[src/rtl/codec_regs_pkg.sv]
package codec_regs_pkg;

    localparam int DATA_W    = 16;
    localparam int IDX_W     = 7;
    localparam int NUM_SLOTS = 18;
    localparam int SLOT_W    = $clog2(NUM_SLOTS);
    localparam int NUM_MIX   = 7;
    localparam int MONO_MIX  = 2;
    localparam int GAIN_W    = 5;
    localparam int ATT_W     = 5;
    localparam int READY_W   = 4;
    localparam int PD_W      = 7;

    localparam int SL_MASTER  = 0;
    localparam int SL_LNLVL   = 1;
    localparam int SL_MONO    = 2;
    localparam int SL_BEEP    = 3;
    localparam int SL_PHONE   = 4;
    localparam int SL_MIC     = 5;
    localparam int SL_LINE    = 6;
    localparam int SL_CD      = 7;
    localparam int SL_VIDEO   = 8;
    localparam int SL_AUX     = 9;
    localparam int SL_PCM     = 10;
    localparam int SL_RECSEL  = 11;
    localparam int SL_RECGAIN = 12;
    localparam int SL_GP      = 13;
    localparam int SL_PWR     = 14;
    localparam int SL_EXTCTL  = 15;
    localparam int SL_DACRATE = 16;
    localparam int SL_ADCRATE = 17;

    localparam logic [IDX_W-1:0]  IX_RESET  = 7'h00;
    localparam logic [IDX_W-1:0]  IX_EXTID  = 7'h28;
    localparam logic [IDX_W-1:0]  IX_VEND1  = 7'h7C;
    localparam logic [IDX_W-1:0]  IX_VEND2  = 7'h7E;
    localparam logic [DATA_W-1:0] CAPS_CODE = 16'h0D50;
    localparam logic [DATA_W-1:0] VEND1_VAL = 16'h4E53;
    localparam logic [DATA_W-1:0] VEND2_VAL = 16'h4300;

    typedef enum logic [2:0] {
        RK_ZERO,
        RK_STORE,
        RK_CONST,
        RK_PWR,
        RK_EXTID
    } rd_kind_e;

    typedef struct packed {
        logic                 hit;
        logic [SLOT_W-1:0]    slot;
        rd_kind_e             kind;
        logic [DATA_W-1:0]    cval;
    } idx_dec_t;

    typedef logic [NUM_SLOTS-1:0][DATA_W-1:0] reg_arr_t;

    function automatic logic [IDX_W-1:0] slot_index(int s);
        case (s)
            SL_MASTER:  return 7'h02;
            SL_LNLVL:   return 7'h04;
            SL_MONO:    return 7'h06;
            SL_BEEP:    return 7'h0A;
            SL_PHONE:   return 7'h0C;
            SL_MIC:     return 7'h0E;
            SL_LINE:    return 7'h10;
            SL_CD:      return 7'h12;
            SL_VIDEO:   return 7'h14;
            SL_AUX:     return 7'h16;
            SL_PCM:     return 7'h18;
            SL_RECSEL:  return 7'h1A;
            SL_RECGAIN: return 7'h1C;
            SL_GP:      return 7'h20;
            SL_PWR:     return 7'h26;
            SL_EXTCTL:  return 7'h2A;
            SL_DACRATE: return 7'h2C;
            default:    return 7'h32;
        endcase
    endfunction

    function automatic logic [DATA_W-1:0] slot_default(int s);
        case (s)
            SL_MASTER, SL_LNLVL, SL_MONO, SL_RECGAIN: return 16'h8000;
            SL_PHONE, SL_MIC:                         return 16'h8008;
            SL_LINE, SL_CD, SL_VIDEO, SL_AUX, SL_PCM: return 16'h8808;
            SL_DACRATE, SL_ADCRATE:                   return 16'hBB80;
            default:                                  return 16'h0000;
        endcase
    endfunction

    function automatic logic [DATA_W-1:0] slot_mask(int s);
        case (s)
            SL_MASTER, SL_LNLVL:                      return 16'hBF3F;
            SL_MONO:                                  return 16'h803F;
            SL_BEEP:                                  return 16'h801E;
            SL_PHONE:                                 return 16'h801F;
            SL_MIC:                                   return 16'h805F;
            SL_LINE, SL_CD, SL_VIDEO, SL_AUX, SL_PCM: return 16'h9F1F;
            SL_RECSEL:                                return 16'h0707;
            SL_RECGAIN:                               return 16'h8F0F;
            SL_GP:                                    return 16'hA380;
            SL_PWR:                                   return 16'h7F00;
            SL_EXTCTL:                                return 16'h0001;
            default:                                  return 16'hFFFF;
        endcase
    endfunction

    function automatic idx_dec_t decode_index(logic [IDX_W-1:0] idx);
        idx_dec_t d;
        d.hit  = 1'b0;
        d.slot = '0;
        d.kind = RK_ZERO;
        d.cval = '0;
        for (int s = 0; s < NUM_SLOTS; s++) begin
            if (idx == slot_index(s)) begin
                d.hit  = 1'b1;
                d.slot = SLOT_W'(s);
                d.kind = (s == SL_PWR) ? RK_PWR : RK_STORE;
            end
        end
        case (idx)
            IX_RESET: begin d.kind = RK_CONST; d.cval = CAPS_CODE; end
            IX_VEND1: begin d.kind = RK_CONST; d.cval = VEND1_VAL; end
            IX_VEND2: begin d.kind = RK_CONST; d.cval = VEND2_VAL; end
            IX_EXTID: d.kind = RK_EXTID;
            default: ;
        endcase
        return d;
    endfunction

    function automatic logic [ATT_W-1:0] att_clamp(logic [ATT_W:0] f);
        return f[ATT_W] ? {ATT_W{1'b1}} : f[ATT_W-1:0];
    endfunction

endpackage

[src/rtl/ac_req_decode.sv]
module ac_req_decode
    import codec_regs_pkg::*;
(
    input  logic                 req_valid,
    input  logic                 req_write,
    input  logic [IDX_W-1:0]     req_index,
    output logic [NUM_SLOTS-1:0] wr_en,
    output logic                 clear_all,
    output logic                 rd_req,
    output idx_dec_t             dec
);
    logic do_write;

    always_comb begin
        dec       = decode_index(req_index);
        do_write  = req_valid && req_write;
        rd_req    = req_valid && !req_write;
        clear_all = do_write && (req_index == IX_RESET);
        wr_en     = '0;
        if (do_write && dec.hit)
            wr_en[dec.slot] = 1'b1;
    end
endmodule

[src/rtl/ac_reg_bank.sv]
module ac_reg_bank
    import codec_regs_pkg::*;
(
    input  logic                 clk,
    input  logic                 rst,
    input  logic                 clear_all,
    input  logic [NUM_SLOTS-1:0] wr_en,
    input  logic [DATA_W-1:0]    wr_data,
    output reg_arr_t             regs
);
    for (genvar g = 0; g < NUM_SLOTS; g++) begin : g_slot
        localparam logic [DATA_W-1:0] DFLT = slot_default(g);
        localparam logic [DATA_W-1:0] MASK = slot_mask(g);
        always_ff @(posedge clk) begin
            if (rst || clear_all)
                regs[g] <= DFLT;
            else if (wr_en[g])
                regs[g] <= wr_data & MASK;
        end
    end
endmodule

[src/rtl/ac_read_port.sv]
module ac_read_port
    import codec_regs_pkg::*;
(
    input  logic               clk,
    input  logic               rst,
    input  logic               rd_req,
    input  logic [IDX_W-1:0]   req_index,
    input  idx_dec_t           dec,
    input  reg_arr_t           regs,
    input  logic [1:0]         strap_id,
    input  logic [READY_W-1:0] sub_ready,
    output logic               rd_valid,
    output logic [IDX_W-1:0]   rd_index,
    output logic [DATA_W-1:0]  rd_data
);
    logic [DATA_W-1:0] rd_next;

    always_comb begin
        case (dec.kind)
            RK_STORE: rd_next = regs[dec.slot];
            RK_CONST: rd_next = dec.cval;
            RK_PWR:   rd_next = {regs[SL_PWR][DATA_W-1:8], 4'b0000, sub_ready};
            RK_EXTID: rd_next = {strap_id, {(DATA_W-3){1'b0}}, 1'b1};
            default:  rd_next = '0;
        endcase
    end

    always_ff @(posedge clk) begin
        if (rst) begin
            rd_valid <= 1'b0;
            rd_index <= '0;
            rd_data  <= '0;
        end else begin
            rd_valid <= rd_req;
            if (rd_req) begin
                rd_index <= req_index;
                rd_data  <= rd_next;
            end
        end
    end
endmodule

[src/rtl/ac_field_decode.sv]
module ac_field_decode
    import codec_regs_pkg::*;
(
    input  reg_arr_t                    regs,
    output logic [2:0]                  out_mute,
    output logic [ATT_W-1:0]            master_att_l,
    output logic [ATT_W-1:0]            master_att_r,
    output logic [ATT_W-1:0]            lnlvl_att_l,
    output logic [ATT_W-1:0]            lnlvl_att_r,
    output logic [ATT_W-1:0]            mono_att,
    output logic [NUM_MIX:0]            in_mute,
    output logic [NUM_MIX*GAIN_W-1:0]   mix_gain_l,
    output logic [NUM_MIX*GAIN_W-1:0]   mix_gain_r,
    output logic [3:0]                  beep_att,
    output logic                        mic_boost,
    output logic [2:0]                  rec_src_l,
    output logic [2:0]                  rec_src_r,
    output logic                        rec_mute,
    output logic [3:0]                  rec_gain_l,
    output logic [3:0]                  rec_gain_r,
    output logic                        pcm_post3d,
    output logic                        enh3d_en,
    output logic                        mono_src_mic,
    output logic                        mic_sel,
    output logic                        loopback,
    output logic [PD_W-1:0]             pd_ctrl,
    output logic                        vra_en,
    output logic [DATA_W-1:0]           dac_rate,
    output logic [DATA_W-1:0]           adc_rate
);
    always_comb begin
        out_mute     = {regs[SL_MONO][15], regs[SL_LNLVL][15], regs[SL_MASTER][15]};
        master_att_l = att_clamp(regs[SL_MASTER][13:8]);
        master_att_r = att_clamp(regs[SL_MASTER][5:0]);
        lnlvl_att_l  = att_clamp(regs[SL_LNLVL][13:8]);
        lnlvl_att_r  = att_clamp(regs[SL_LNLVL][5:0]);
        mono_att     = att_clamp(regs[SL_MONO][5:0]);
        in_mute[0]   = regs[SL_BEEP][15];
        beep_att     = regs[SL_BEEP][4:1];
        mic_boost    = regs[SL_MIC][6];
        rec_src_l    = regs[SL_RECSEL][10:8];
        rec_src_r    = regs[SL_RECSEL][2:0];
        rec_mute     = regs[SL_RECGAIN][15];
        rec_gain_l   = regs[SL_RECGAIN][11:8];
        rec_gain_r   = regs[SL_RECGAIN][3:0];
        pcm_post3d   = regs[SL_GP][15];
        enh3d_en     = regs[SL_GP][13];
        mono_src_mic = regs[SL_GP][9];
        mic_sel      = regs[SL_GP][8];
        loopback     = regs[SL_GP][7];
        pd_ctrl      = regs[SL_PWR][14:8];
        vra_en       = regs[SL_EXTCTL][0];
        dac_rate     = regs[SL_DACRATE];
        adc_rate     = regs[SL_ADCRATE];
    end

    for (genvar i = 0; i < NUM_MIX; i++) begin : g_mix
        localparam int SL = SL_PHONE + i;
        assign in_mute[i+1] = regs[SL][15];
        if (i < MONO_MIX) begin : g_mono
            assign mix_gain_l[i*GAIN_W +: GAIN_W] = regs[SL][GAIN_W-1:0];
            assign mix_gain_r[i*GAIN_W +: GAIN_W] = regs[SL][GAIN_W-1:0];
        end else begin : g_stereo
            assign mix_gain_l[i*GAIN_W +: GAIN_W] = regs[SL][8 +: GAIN_W];
            assign mix_gain_r[i*GAIN_W +: GAIN_W] = regs[SL][GAIN_W-1:0];
        end
    end
endmodule

[src/rtl/codec_ctrl_regfile.sv]
module codec_ctrl_regfile
    import codec_regs_pkg::*;
(
    input  logic                        clk,
    input  logic                        rst,
    input  logic                        req_valid,
    input  logic                        req_write,
    input  logic [IDX_W-1:0]            req_index,
    input  logic [DATA_W-1:0]           req_data,
    input  logic [1:0]                  strap_id,
    input  logic [READY_W-1:0]          sub_ready,
    output logic                        rd_valid,
    output logic [IDX_W-1:0]            rd_index,
    output logic [DATA_W-1:0]           rd_data,
    output logic [2:0]                  out_mute,
    output logic [ATT_W-1:0]            master_att_l,
    output logic [ATT_W-1:0]            master_att_r,
    output logic [ATT_W-1:0]            lnlvl_att_l,
    output logic [ATT_W-1:0]            lnlvl_att_r,
    output logic [ATT_W-1:0]            mono_att,
    output logic [NUM_MIX:0]            in_mute,
    output logic [NUM_MIX*GAIN_W-1:0]   mix_gain_l,
    output logic [NUM_MIX*GAIN_W-1:0]   mix_gain_r,
    output logic [3:0]                  beep_att,
    output logic                        mic_boost,
    output logic [2:0]                  rec_src_l,
    output logic [2:0]                  rec_src_r,
    output logic                        rec_mute,
    output logic [3:0]                  rec_gain_l,
    output logic [3:0]                  rec_gain_r,
    output logic                        pcm_post3d,
    output logic                        enh3d_en,
    output logic                        mono_src_mic,
    output logic                        mic_sel,
    output logic                        loopback,
    output logic [PD_W-1:0]             pd_ctrl,
    output logic                        vra_en,
    output logic [DATA_W-1:0]           dac_rate,
    output logic [DATA_W-1:0]           adc_rate
);
    logic [NUM_SLOTS-1:0] wr_en;
    logic                 clear_all;
    logic                 rd_req;
    idx_dec_t             dec;
    reg_arr_t             regs;

    ac_req_decode dec_i (
        .req_valid (req_valid),
        .req_write (req_write),
        .req_index (req_index),
        .wr_en     (wr_en),
        .clear_all (clear_all),
        .rd_req    (rd_req),
        .dec       (dec)
    );

    ac_reg_bank bank_i (
        .clk       (clk),
        .rst       (rst),
        .clear_all (clear_all),
        .wr_en     (wr_en),
        .wr_data   (req_data),
        .regs      (regs)
    );

    ac_read_port rdp_i (
        .clk       (clk),
        .rst       (rst),
        .rd_req    (rd_req),
        .req_index (req_index),
        .dec       (dec),
        .regs      (regs),
        .strap_id  (strap_id),
        .sub_ready (sub_ready),
        .rd_valid  (rd_valid),
        .rd_index  (rd_index),
        .rd_data   (rd_data)
    );

    ac_field_decode fld_i (
        .regs         (regs),
        .out_mute     (out_mute),
        .master_att_l (master_att_l),
        .master_att_r (master_att_r),
        .lnlvl_att_l  (lnlvl_att_l),
        .lnlvl_att_r  (lnlvl_att_r),
        .mono_att     (mono_att),
        .in_mute      (in_mute),
        .mix_gain_l   (mix_gain_l),
        .mix_gain_r   (mix_gain_r),
        .beep_att     (beep_att),
        .mic_boost    (mic_boost),
        .rec_src_l    (rec_src_l),
        .rec_src_r    (rec_src_r),
        .rec_mute     (rec_mute),
        .rec_gain_l   (rec_gain_l),
        .rec_gain_r   (rec_gain_r),
        .pcm_post3d   (pcm_post3d),
        .enh3d_en     (enh3d_en),
        .mono_src_mic (mono_src_mic),
        .mic_sel      (mic_sel),
        .loopback     (loopback),
        .pd_ctrl      (pd_ctrl),
        .vra_en       (vra_en),
        .dac_rate     (dac_rate),
        .adc_rate     (adc_rate)
    );
endmodule

[config.mk]
export PLATFORM = sky130hd
export DESIGN_NAME = codec_ctrl_regfile
export DESIGN_NICKNAME = d
export VERILOG_FILES = /design/src/rtl/codec_regs_pkg.sv /design/src/rtl/ac_req_decode.sv /design/src/rtl/ac_reg_bank.sv /design/src/rtl/ac_read_port.sv /design/src/rtl/ac_field_decode.sv /design/src/rtl/codec_ctrl_regfile.sv
export SDC_FILE = /design/constraint.sdc
export NUM_CORES = 1
export LEC_CHECK = 0
export ABC_AREA = 0
export CAP_MARGIN = 20
export CORE_MARGIN = 8
export CORE_UTILIZATION = 53
export CTS_BUF_LIST = sky130_fd_sc_hd__clkbuf_2
export CTS_CLUSTER_SIZE = 20
export DETAILED_ROUTE_END_ITERATION = 8
export PLACE_DENSITY = 0.85
export SYNTH_ARGS = -nofsm -noshare
export SYNTH_HDL_FRONTEND = slang
export SYNTH_SLANG_ARGS = --single-unit
[constraint.sdc]
create_clock -name clk -period 3.4 [get_ports clk]
set_input_delay 0.85 -clock clk [delete_from_list [all_inputs] [get_ports clk]]
set_output_delay 0.85 -clock clk [all_outputs]
set_load 0.05 [all_outputs]
# Yosys cells after proc, flatten, opt, wreduce, memory -nomap -nowiden
# Cells that the tools add are included.
[op_classes] n_addsub=0 multipliers=0 div_mod_pow=0 magnitude_cmp=2 n_eq_ne=25 shifts=0 n_mux=31 n_bitwise=0 n_reduce_logical=9
[ops] cell="$mux W9" count=18
[ops] cell="$bmux W16 S5" count=1
[ops] cell="$pmux W16 S4" count=1
[ops] cell="$eq A7 B5 Y1 const B" count=7
[ops] cell="$pmux W15 S3" count=1
[ops] cell="$eq A7 B6 Y1 const B" count=6
[ops] cell="$mux W5" count=5
[ops] cell="$eq A7 B4 Y1 const B" count=3
[ops] cell="$mux W18" count=1
[ops] cell="$mux W16" count=1
[ops] cell="$eq A7 B3 Y1 const B" count=2
[ops] cell="$eq A7 B7 Y1 const B" count=2
[ops] cell="$eq A7 B2 Y1 const B" count=1
[ops] cell="$logic_not A7 Y1" count=1
[ops] cell="$eq A3 B2 Y1 const B" count=2
[ops] cell="$lt A5 B6 Y1 const B" count=1
[ops] cell="$pmux W3 S2" count=1
[ops] cell="$demux W1 S5" count=1
[ops] cell="$ge A5 B1 Y1 const B" count=1
[ops] cell="$logic_and A1 B1 Y1" count=5
[ops] cell="$eq A3 B1 Y1 const B" count=1
[ops] cell="$eq A3 B3 Y1 const B" count=1
[ops] cell="$reduce_or A3 Y1" count=1
[ops] cell="$logic_not A1 Y1" count=1
[ops] cell="other kinds (2)" count=2
[totals] reg_bits=190 latchBits=0 mem_bits_rw=0 mem_bits_ro=0 output_inout_bits=195 mem_count=0

# Longest topological paths before layout
# Gate-level depths: netlist (run 1).
[depth] depth_word=24 ltp_mapped=11 depth_no_buf=7

# By module
# From an unflattened synthesis (run 1), not the netlist that was laid out.
[unflattened] hier_cells=1403 area_unflattened_um2=12640.9
[by_module_without_submodules] module="ac_reg_bank" instances=1 cells_each=672 area_each_um2=6882.9 seq_area_each_um2=3323.2
[by_module_without_submodules] module="ac_read_port" instances=1 cells_each=429 area_each_um2=3697.3 seq_area_each_um2=480.5
[by_module_without_submodules] module="ac_field_decode" instances=1 cells_each=171 area_each_um2=1252.5 seq_area_each_um2=0.0
[by_module_without_submodules] module="ac_req_decode" instances=1 cells_each=131 area_each_um2=808.3 seq_area_each_um2=0.0

# Worst setup path after synthesis (run 1)
# No wires, ideal clock.
[synth_path] path_kind="in2reg" start="input port req_index[6]" end="register rdp_i.rd_data[10]" arrival_ns=2.752 required_time_ns=3.267 setup_slack_ns=0.514 stages=10 n_path_buf=3 path_cell_list="buf_2 -> or4b_1 -> o22ai_2 -> or2_1 -> buf_4 -> nor3_2 -> buf_6 -> a22o_1 -> a222oi_1 -> o41ai_1"
[synth_between] elab_chain_cells=22 elab_cells_between_ends=50
[synth_lines] element="start: declaration" line_no="codec_ctrl_regfile.sv:8" rtl="input logic [IDX_W-1:0] req_index,"
[synth_lines] element="branches (longest 21 deep; another with $mux W9)"
[synth_lines] element="$pmux W16 S4 *" line_no="ac_read_port.sv:19" rtl="case (dec.kind)"
[synth_lines] element="end signal: assignment" line_no="ac_read_port.sv:37" rtl="rd_data <= rd_next;"
[synth_lines] element="end: declaration" line_no="ac_read_port.sv:14" rtl="output logic [DATA_W-1:0] rd_data"
# Every way passes the cells marked *. The select of a mux whose other input is x is not followed.
# A chain may end at the register's enable or synchronous reset.

# Worst setup path after layout (run 1)
[layout_path] start="register bank_i.regs[37] (netlist name)" end="output port mono_att[0]"
[layout_between] elab_chain_cells=1
[layout_lines] element="start: declaration" line_no="ac_reg_bank.sv:9" rtl="output reg_arr_t regs"
[layout_lines] element="start signal: indexed assignment" line_no="ac_reg_bank.sv:18" rtl="regs[g] <= wr_data & MASK;"
[layout_lines] element="$mux W5" line_no="codec_regs_pkg.sv:132" rtl="return f[ATT_W] ? {ATT_W{1'b1}} : f[ATT_W-1:0];"
[layout_lines] element="end: declaration" line_no="codec_ctrl_regfile.sv:20" rtl="output logic [ATT_W-1:0] mono_att,"
# No other way between the ends.

==> impl_metrics.xml, run 1 <==
<?xml version="1.0" encoding="UTF-8"?>
<metrics>
  <group name="outcome">
    <metric name="outcome" unit="">complete, no violations</metric>
  </group>
  <group name="clocking">
    <metric name="clock_insertion_delay_worst_skew" unit="ns">0.82</metric>
    <metric name="cts.repair.resized" unit="">0</metric>
    <metric name="clock_transition_at_the_register_clock_pins_on_the_worst_setup_and_hold_paths_after_cts" unit="ns">0.31</metric>
    <metric name="holdBufCountCts" unit="">0</metric>
    <metric name="post-cts-setup-buffer-count" unit="">0</metric>
    <metric name="ctsHtreeMaxLevel" unit="">4</metric>
    <metric name="cts.sink_count" unit="">190</metric>
    <metric name="clock_root_buffer_master" unit="">clkbuf_2</metric>
    <metric name="tritoncts_clock_tree" unit="">done</metric>
    <metric name="cts_buffers" unit="">17</metric>
    <metric name="ctsLongestPathBuffers" unit="">2</metric>
  </group>
  <group name="detailed_routing">
    <metric name="route.final.wire_length" unit="mm">42.9</metric>
    <metric name="antenna_left" unit="">0</metric>
    <metric name="drt-wirelength-per-cell" unit="um">23.9</metric>
    <metric name="routed_met3_length" unit="mm">5.16</metric>
    <metric name="dr.first_iter.drc_count" unit="">1611</metric>
    <metric name="wl_met2" unit="mm">19.3</metric>
    <metric name="via_count" unit="">11100</metric>
    <metric name="wirelength_met1" unit="mm">16.5</metric>
    <metric name="firstDrtPassIters" unit="">7</metric>
    <metric name="highest_routing_layer_actually_used" unit="">met4</metric>
    <metric name="drt_drc_violations_left" unit="">0</metric>
    <metric name="mean_number_of_vias_per_cell" unit="">6.16</metric>
  </group>
  <group name="place">
    <metric name="dp_cells" unit="">1764</metric>
    <metric name="final_estimated_routing_congestion_in_global_placement" unit="">0.993</metric>
    <metric name="hpwl" unit="mm">32.7</metric>
    <metric name="io_buffer_count" unit="">227</metric>
  </group>
  <group name="logic_synthesis">
    <metric name="synth_fp_nets" unit="">1371</metric>
    <metric name="postSynth.asyncResetShare" unit="%">0</metric>
    <metric name="syn_area_per_cell" unit="um2">7.84</metric>
    <metric name="netlist_area" unit="mm2">0.0105</metric>
    <metric name="synth-edff-count" unit="">0</metric>
    <metric name="netlist_instances" unit="">1338</metric>
    <metric name="combinational_family_with_the_most_area_after_synthesis" unit="">simple AND/OR/NAND/NOR gates</metric>
    <metric name="synthSimpleGateAreaFrac" unit="%">25.4</metric>
    <metric name="synth.yosys.seq_area_share" unit="%">36.3</metric>
    <metric name="ys.flop_type" unit="">dfxtp_1</metric>
    <metric name="cell_with_the_most_instances_after_synthesis" unit="">nand2_1</metric>
    <metric name="yosysWarnings" unit="">0</metric>
    <metric name="synth_common_cells" unit="">250 x nand2_1, 190 x dfxtp_1, 149 x buf_4, 117 x a21oi_1, 110 x nand3_1</metric>
    <metric name="synth_cell_types" unit="">78</metric>
    <metric name="synth.ff_latch_count" unit="">190</metric>
    <metric name="synth_area_leaders" unit="">dfxtp_1 36%, buf_4 11%, nand2_1 8.9%</metric>
    <metric name="post_synth_mux_area_share" unit="%">6.77</metric>
    <metric name="area_share_of_the_largest_cell_type_after_synthesis" unit="%">36.3</metric>
    <metric name="yosysTopAreaCell" unit="">dfxtp_1</metric>
    <metric name="synthAdderAreaFrac" unit="%">0</metric>
    <metric name="synth-compound-area-share" unit="%">16.6</metric>
    <metric name="yosys.area_share.xor_xnor" unit="%">0.250</metric>
  </group>
  <group name="timing">
    <metric name="fin_worst_skew" unit="ns">0.0389</metric>
    <metric name="fmax" unit="GHz">0.312</metric>
    <metric name="final-hold-violation-count" unit="">0</metric>
    <metric name="period_minus_slack" unit="ns">3.20</metric>
    <metric name="fin_tns_setup" unit="ns">0</metric>
    <metric name="post-route-period-util" unit="%">94.3</metric>
    <metric name="drv_slew" unit="">0</metric>
    <metric name="worst-slew-pin-transition" unit="ns">1.03</metric>
    <metric name="relSlewSlack" unit="%">31.6</metric>
    <metric name="grt_setup_unrepaired" unit="">false</metric>
    <metric name="setup_violations" unit="">0</metric>
  </group>
  <group name="floorplan">
    <metric name="fp.dieArea" unit="mm2">0.0246</metric>
    <metric name="io_pins" unit="">228</metric>
    <metric name="dieHeight" unit="um">157</metric>
    <metric name="floorplan.rows" unit="">51</metric>
    <metric name="start_util" unit="%">53.9</metric>
    <metric name="floorplan.core_area" unit="mm2">0.0195</metric>
    <metric name="dieWidth" unit="um">157</metric>
  </group>
  <group name="layout">
    <metric name="area.growth.synth_to_final" unit="%">26.4</metric>
    <metric name="drive_gt1_share" unit="%">17.6</metric>
    <metric name="final_cell_count_no_fill" unit="">1797</metric>
    <metric name="finish.net_count" unit="">1551</metric>
  </group>
  <group name="power_and_ir_drop">
    <metric name="total_switching_power" unit="mW">1.25</metric>
    <metric name="seq_power_share" unit="%">57.3</metric>
    <metric name="power_frac_comb" unit="%">14.5</metric>
    <metric name="max-vdd-ir-drop" unit="mV">0.177</metric>
    <metric name="clkPwrFrac" unit="%">28.2</metric>
    <metric name="power.switching_fraction" unit="%">31.7</metric>
    <metric name="power_per_cell_area" unit="mW/mm2">297</metric>
    <metric name="p_leak" unit="nW">5.02</metric>
    <metric name="report.power.total" unit="mW">3.94</metric>
    <metric name="internal_power_contribution" unit="mW">2.69</metric>
  </group>
  <group name="global_routing">
    <metric name="antenna_found_initial" unit="">1</metric>
    <metric name="grt_overflow" unit="">0</metric>
    <metric name="grt_usage" unit="%">34.2</metric>
    <metric name="grt_max_degree" unit="">58</metric>
    <metric name="first_pass_grt_wire_length" unit="mm">64.2</metric>
    <metric name="number_of_global_route_vias_before_repair" unit="">10600</metric>
  </group>
  <group name="setup_path">
    <metric name="critical_path_arrival" unit="ns">2.35</metric>
    <metric name="crit_path_start_kind" unit="">flop</metric>
    <metric name="largest_fanout_of_any_net_on_the_critical_path" unit="">7</metric>
    <metric name="criticalPathCategory" unit="">flop to output port</metric>
    <metric name="worstPathRequired" unit="ns">2.55</metric>
    <metric name="timing.critical_path.to_type" unit="">output port</metric>
  </group>
  <group name="flow_run">
    <metric name="max_cap_viol_count" unit="">0</metric>
  </group>
  <group name="worst_hold_path">
    <metric name="worstHoldPathType" unit="">flop to flop</metric>
  </group>
</metrics>
## per-stage QoR
step | utilization [%] | cell area, um2 | hold WS [ns] | setup WS (ns)
4_1_cts | 68.1 | 13300 | 0.474 | 0.160
2_1_floorplan | - | 10500 | 0.445 | 0.514
3_5_place_dp | 67.0 | 13000 | 0.446 | -0.391
3_3_place_gp | 67.0 | 13000 | 0.444 | -0.382
5_1_grt | 68.1 | 13300 | 0.497 | 0.0799
6_report | 68.1 | 13300 | 0.472 | 0.195
## cell usage in the layout, fill, tap and decap left out, types with 4 or more instances in the layout
cell type	n
a221oi_1	9
buf_4	162
inv_8	4
o21ai_0	21
clkbuf_2	17
or2_2	29
nor4_1	5
a41oi_1	4
a211o_1	6
buf_12	11
a211oi_1	4
a22o_1	5
or3_1	4
a311oi_1	6
a31oi_1	13
nor3_1	13
clkdlybuf4s50_1	227
and3_1	11
dfxtp_1	190
a21oi_1	117
nor2_1	84
nand2b_1	4
nand3_1	110
a22oi_1	6
nor2_2	6
o221ai_1	5
mux2i_1	62
mux2_2	8
o211ai_1	13
o31ai_1	4
nand4_1	17
o22ai_1	6
nor2b_1	5
inv_1	8
a21o_1	4
nand2_1	250
## state kept, by name, indices dropped and copies added, names as in the netlist
name and count:
bank_i.regs 166, rdp_i.rd_data 16, rdp_i.rd_index 7, rdp_i.rd_valid 1
## critical path: stages, from the launching register on
cell             delay (ns)
dfxtp_1                0.56
or2_2                  0.17
clkdlybuf4s50_1        0.81
## power by group through the flow
stage / Sequential (mW) / Clock, mW / Combinational, mW
global route: 2.26 / 1.20 / 0.589
floorplan: 2.32 / 0 / 0.256
detailed placement: 2.30 / 0 / 0.551
finish: 2.26 / 1.11 / 0.569
global placement: 2.29 / 0 / 0.549
CTS: 2.26 / 1.11 / 0.553
## layer usage
| layer | GRT usage, % | vias to the layer above |
|---|---|---|
| met1 | 43.7 | 5201 |
| met2 | 53.7 | 833 |
| met3 | 8.05 | 147 |
| li1 | - | 4891 |
| met5 | 0 | - |
| met4 | 15.8 | 0 |
## logic make-up (layout without fill, tap and decap cells)
logic type	Yosys count	count (layout)
flops	190	190
other cells	0	1
xor+xnor	3	3
buf+inv	247	440
mux	70	70
simple gates	567	567
compound gates	261	261
## final timing paths
check | slack, ns | to | cells after the start | start
setup / recovery | 0.20 | mono_att[0] | 2 | bank_i.regs[37]
hold / removal | 0.47 | rdp_i.rd_index[0] | 2 | rdp_i.rd_index[0]
setup reg to reg | 1.58 | rdp_i.rd_data[0] | 6 | bank_i.regs[176]
hold reg to reg | 0.47 | rdp_i.rd_index[0] | 2 | rdp_i.rd_index[0]
## cell type report
type	count	area (um2)
repair buffers	400	3710
diodes	1	2.50
clock inverters	15	134
flip-flops and latches	190	3800
fillers	1641	6200
well taps	265	332
multi-input cells	901	5160
inverters	8	30.0
clock buffers	17	85.1
No activity file was read; power rests on OpenSTA's default activity.
==> inputs of run 2 (changes only) <==
CORE_UTILIZATION = 57   (was 53)
PLACE_DENSITY = 0.9   (was 0.85)
clock period = 3.9 ns   (was 3.4 ns; I/O delays follow)
==> run 2 against run 1 <==
Net effect: sequential cell count unchanged; final cell count fell by 6.0%; via count shrank 1.7%; core utilization is 2.6 points higher; combinational power shrank 19%; sequential power fell by 13%; critical path depth is the same; clock power decreased by 10%; largest power group unchanged.
==> impl_metrics.xml, run 2 (same netlist as run 1, synthesis figures left out) <==
<?xml version="1.0" encoding="UTF-8"?>
<metrics>
  <group name="global_routing">
    <metric name="first_pass_grt_wire_length" unit="mm">63.1</metric>
    <metric name="grt_overflow" unit="">0</metric>
    <metric name="number_of_global_route_vias_before_repair" unit="">10400</metric>
    <metric name="grt_usage" unit="%">36.2</metric>
    <metric name="antenna_found_initial" unit="">2</metric>
    <metric name="grt_max_degree" unit="">43</metric>
  </group>
  <group name="timing">
    <metric name="fin_hold_ws" unit="ns">0.479</metric>
    <metric name="fin_worst_skew" unit="ns">0.0392</metric>
    <metric name="worst-slew-pin-transition" unit="ns">1.06</metric>
    <metric name="setup_violations" unit="">0</metric>
    <metric name="drv_slew" unit="">0</metric>
    <metric name="grt_setup_unrepaired" unit="">false</metric>
    <metric name="fmax" unit="GHz">0.296</metric>
    <metric name="post-route-period-util" unit="%">86.6</metric>
    <metric name="final-hold-violation-count" unit="">0</metric>
    <metric name="fin_tns_setup" unit="ns">0</metric>
    <metric name="relSlewSlack" unit="%">29.2</metric>
    <metric name="period_minus_slack" unit="ns">3.38</metric>
  </group>
  <group name="detailed_routing">
    <metric name="antenna_left" unit="">0</metric>
    <metric name="dr.first_iter.drc_count" unit="">1632</metric>
    <metric name="drt_drc_violations_left" unit="">0</metric>
    <metric name="via_count" unit="">10900</metric>
    <metric name="route.final.wire_length" unit="mm">42.0</metric>
    <metric name="mean_number_of_vias_per_cell" unit="">6.44</metric>
    <metric name="drt-wirelength-per-cell" unit="um">24.9</metric>
    <metric name="firstDrtPassIters" unit="">7</metric>
  </group>
  <group name="power_and_ir_drop">
    <metric name="max-vdd-ir-drop" unit="mV">0.202</metric>
    <metric name="p_leak" unit="nW">4.71</metric>
    <metric name="power_per_cell_area" unit="mW/mm2">269</metric>
    <metric name="report.power.total" unit="mW">3.43</metric>
  </group>
  <group name="setup_path">
    <metric name="crit_path_start_kind" unit="">flop</metric>
    <metric name="timing.critical_path.to_type" unit="">output port</metric>
    <metric name="criticalPathCategory" unit="">flop to output port</metric>
    <metric name="critical_path_arrival" unit="ns">2.40</metric>
    <metric name="startpoint" unit="">bank_i.regs[37]</metric>
    <metric name="largest_fanout_of_any_net_on_the_critical_path" unit="">7</metric>
    <metric name="rr_startpoint" unit="">bank_i.regs[176]</metric>
    <metric name="worstPathRequired" unit="ns">2.92</metric>
  </group>
  <group name="floorplan">
    <metric name="dieWidth" unit="um">152</metric>
    <metric name="start_util" unit="%">58.2</metric>
    <metric name="floorplan.rows" unit="">49</metric>
    <metric name="io_pins" unit="">228</metric>
    <metric name="dieHeight" unit="um">152</metric>
    <metric name="floorplan.core_area" unit="mm2">0.0180</metric>
    <metric name="fp.dieArea" unit="mm2">0.0230</metric>
  </group>
  <group name="layout">
    <metric name="layout.cells.most_common_list" unit="">250 x nand2_1, 227 x clkdlybuf4s50_1, 190 x dfxtp_1, 117 x a21oi_1, 110 x nand3_1</metric>
    <metric name="area.growth.synth_to_final" unit="%">21.5</metric>
    <metric name="most_common_cell_after_layout_fill_and_taps_aside" unit="">nand2_1</metric>
    <metric name="largest_register_ffs" unit="">166</metric>
    <metric name="final_cell_count_no_fill" unit="">1689</metric>
    <metric name="drive_gt1_share" unit="%">13.6</metric>
    <metric name="final_design_area_no_fill" unit="mm2">0.0128</metric>
    <metric name="reg.largest.list" unit="">bank_i.regs (166), rdp_i.rd_data (16), rdp_i.rd_index (7)</metric>
    <metric name="finish.net_count" unit="">1479</metric>
    <metric name="regMostFlops" unit="">bank_i.regs</metric>
  </group>
  <group name="place">
    <metric name="dp_cells" unit="">1656</metric>
    <metric name="hpwl" unit="mm">31.4</metric>
    <metric name="final_estimated_routing_congestion_in_global_placement" unit="">0.990</metric>
    <metric name="place_area" unit="mm2">0.0125</metric>
    <metric name="io_buffer_count" unit="">227</metric>
  </group>
  <group name="clocking">
    <metric name="clock_insertion_delay_worst_skew" unit="ns">0.81</metric>
    <metric name="cts_buffers" unit="">17</metric>
    <metric name="cts.repair.resized" unit="">0</metric>
    <metric name="post-cts-setup-buffer-count" unit="">0</metric>
    <metric name="ctsHtreeMaxLevel" unit="">4</metric>
    <metric name="clock_transition_at_the_register_clock_pins_on_the_worst_setup_and_hold_paths_after_cts" unit="ns">0.32</metric>
    <metric name="clock_root_buffer_master" unit="">clkbuf_2</metric>
    <metric name="ctsLongestPathBuffers" unit="">2</metric>
    <metric name="holdBufCountCts" unit="">0</metric>
    <metric name="tritoncts_clock_tree" unit="">done</metric>
    <metric name="cts.sink_count" unit="">190</metric>
  </group>
  <group name="outcome">
    <metric name="outcome" unit="">complete, no violations</metric>
  </group>
  <group name="worst_hold_path">
    <metric name="hold_path_origin" unit="">rdp_i.rd_index[0]</metric>
    <metric name="worstHoldPathType" unit="">flop to flop</metric>
  </group>
  <group name="flow_run">
    <metric name="max_cap_viol_count" unit="">0</metric>
  </group>
</metrics>
==> run 2: cell type report <==
| class | count | area [um2] |
|---|---|---|
| tap | 229 | 287 |
| clock buffer | 18 | 90.1 |
| fill | 1477 | 5270 |
| antenna | 1 | 2.50 |
| clock inverter | 14 | 144 |
| sequential | 190 | 3800 |
| inverter | 8 | 30.0 |
| multi-input combinational | 901 | 5160 |
| timing repair buffer | 328 | 3230 |
==> run 2: critical path, stage by stage (launching register included) <==
cell and delay, ns:
dfxtp_1 0.60, or2_2 0.19, clkdlybuf4s50_1 0.81
==> run 2: final timing paths <==
kind / to / slack [ns] / depth (start not counted)
worst min register to register: rdp_i.rd_index[0] / 0.48 / 2
worst min-delay path: rdp_i.rd_index[0] / 0.48 / 2
worst max register to register: rdp_i.rd_data[0] / 2.04 / 6
worst max-delay path: mono_att[2] / 0.52 / 2
==> run 2: routing by layer <==
metal	GRT usage, %	up-vias	part of all wire (%)
met5	0	-	0.033
met1	47.0	5129	38
met4	18.8	2	5.2
met3	8.35	166	12
met2	55.1	836	44
li1	-	4752	-
==> run 2: per-stage QoR <==
stage               utilization, %  setup slack (ns)
CTS                           70.7             0.505
detailed placement            69.4            0.0271
floorplan                        -             0.889
finish                        70.7             0.522
global route                  70.7             0.436
global placement              69.4            0.0354
==> run 2: power breakdown <==
| part | internal [mW] | total (mW) | switching (mW) |
|---|---|---|---|
| sequential | 1.96 | 1.97 | 0.00750 |
| combinational | 0.160 | 0.461 | 0.301 |
| clock | 0.213 | 0.999 | 0.786 |
| total | 2.33 | 3.43 | 1.10 |
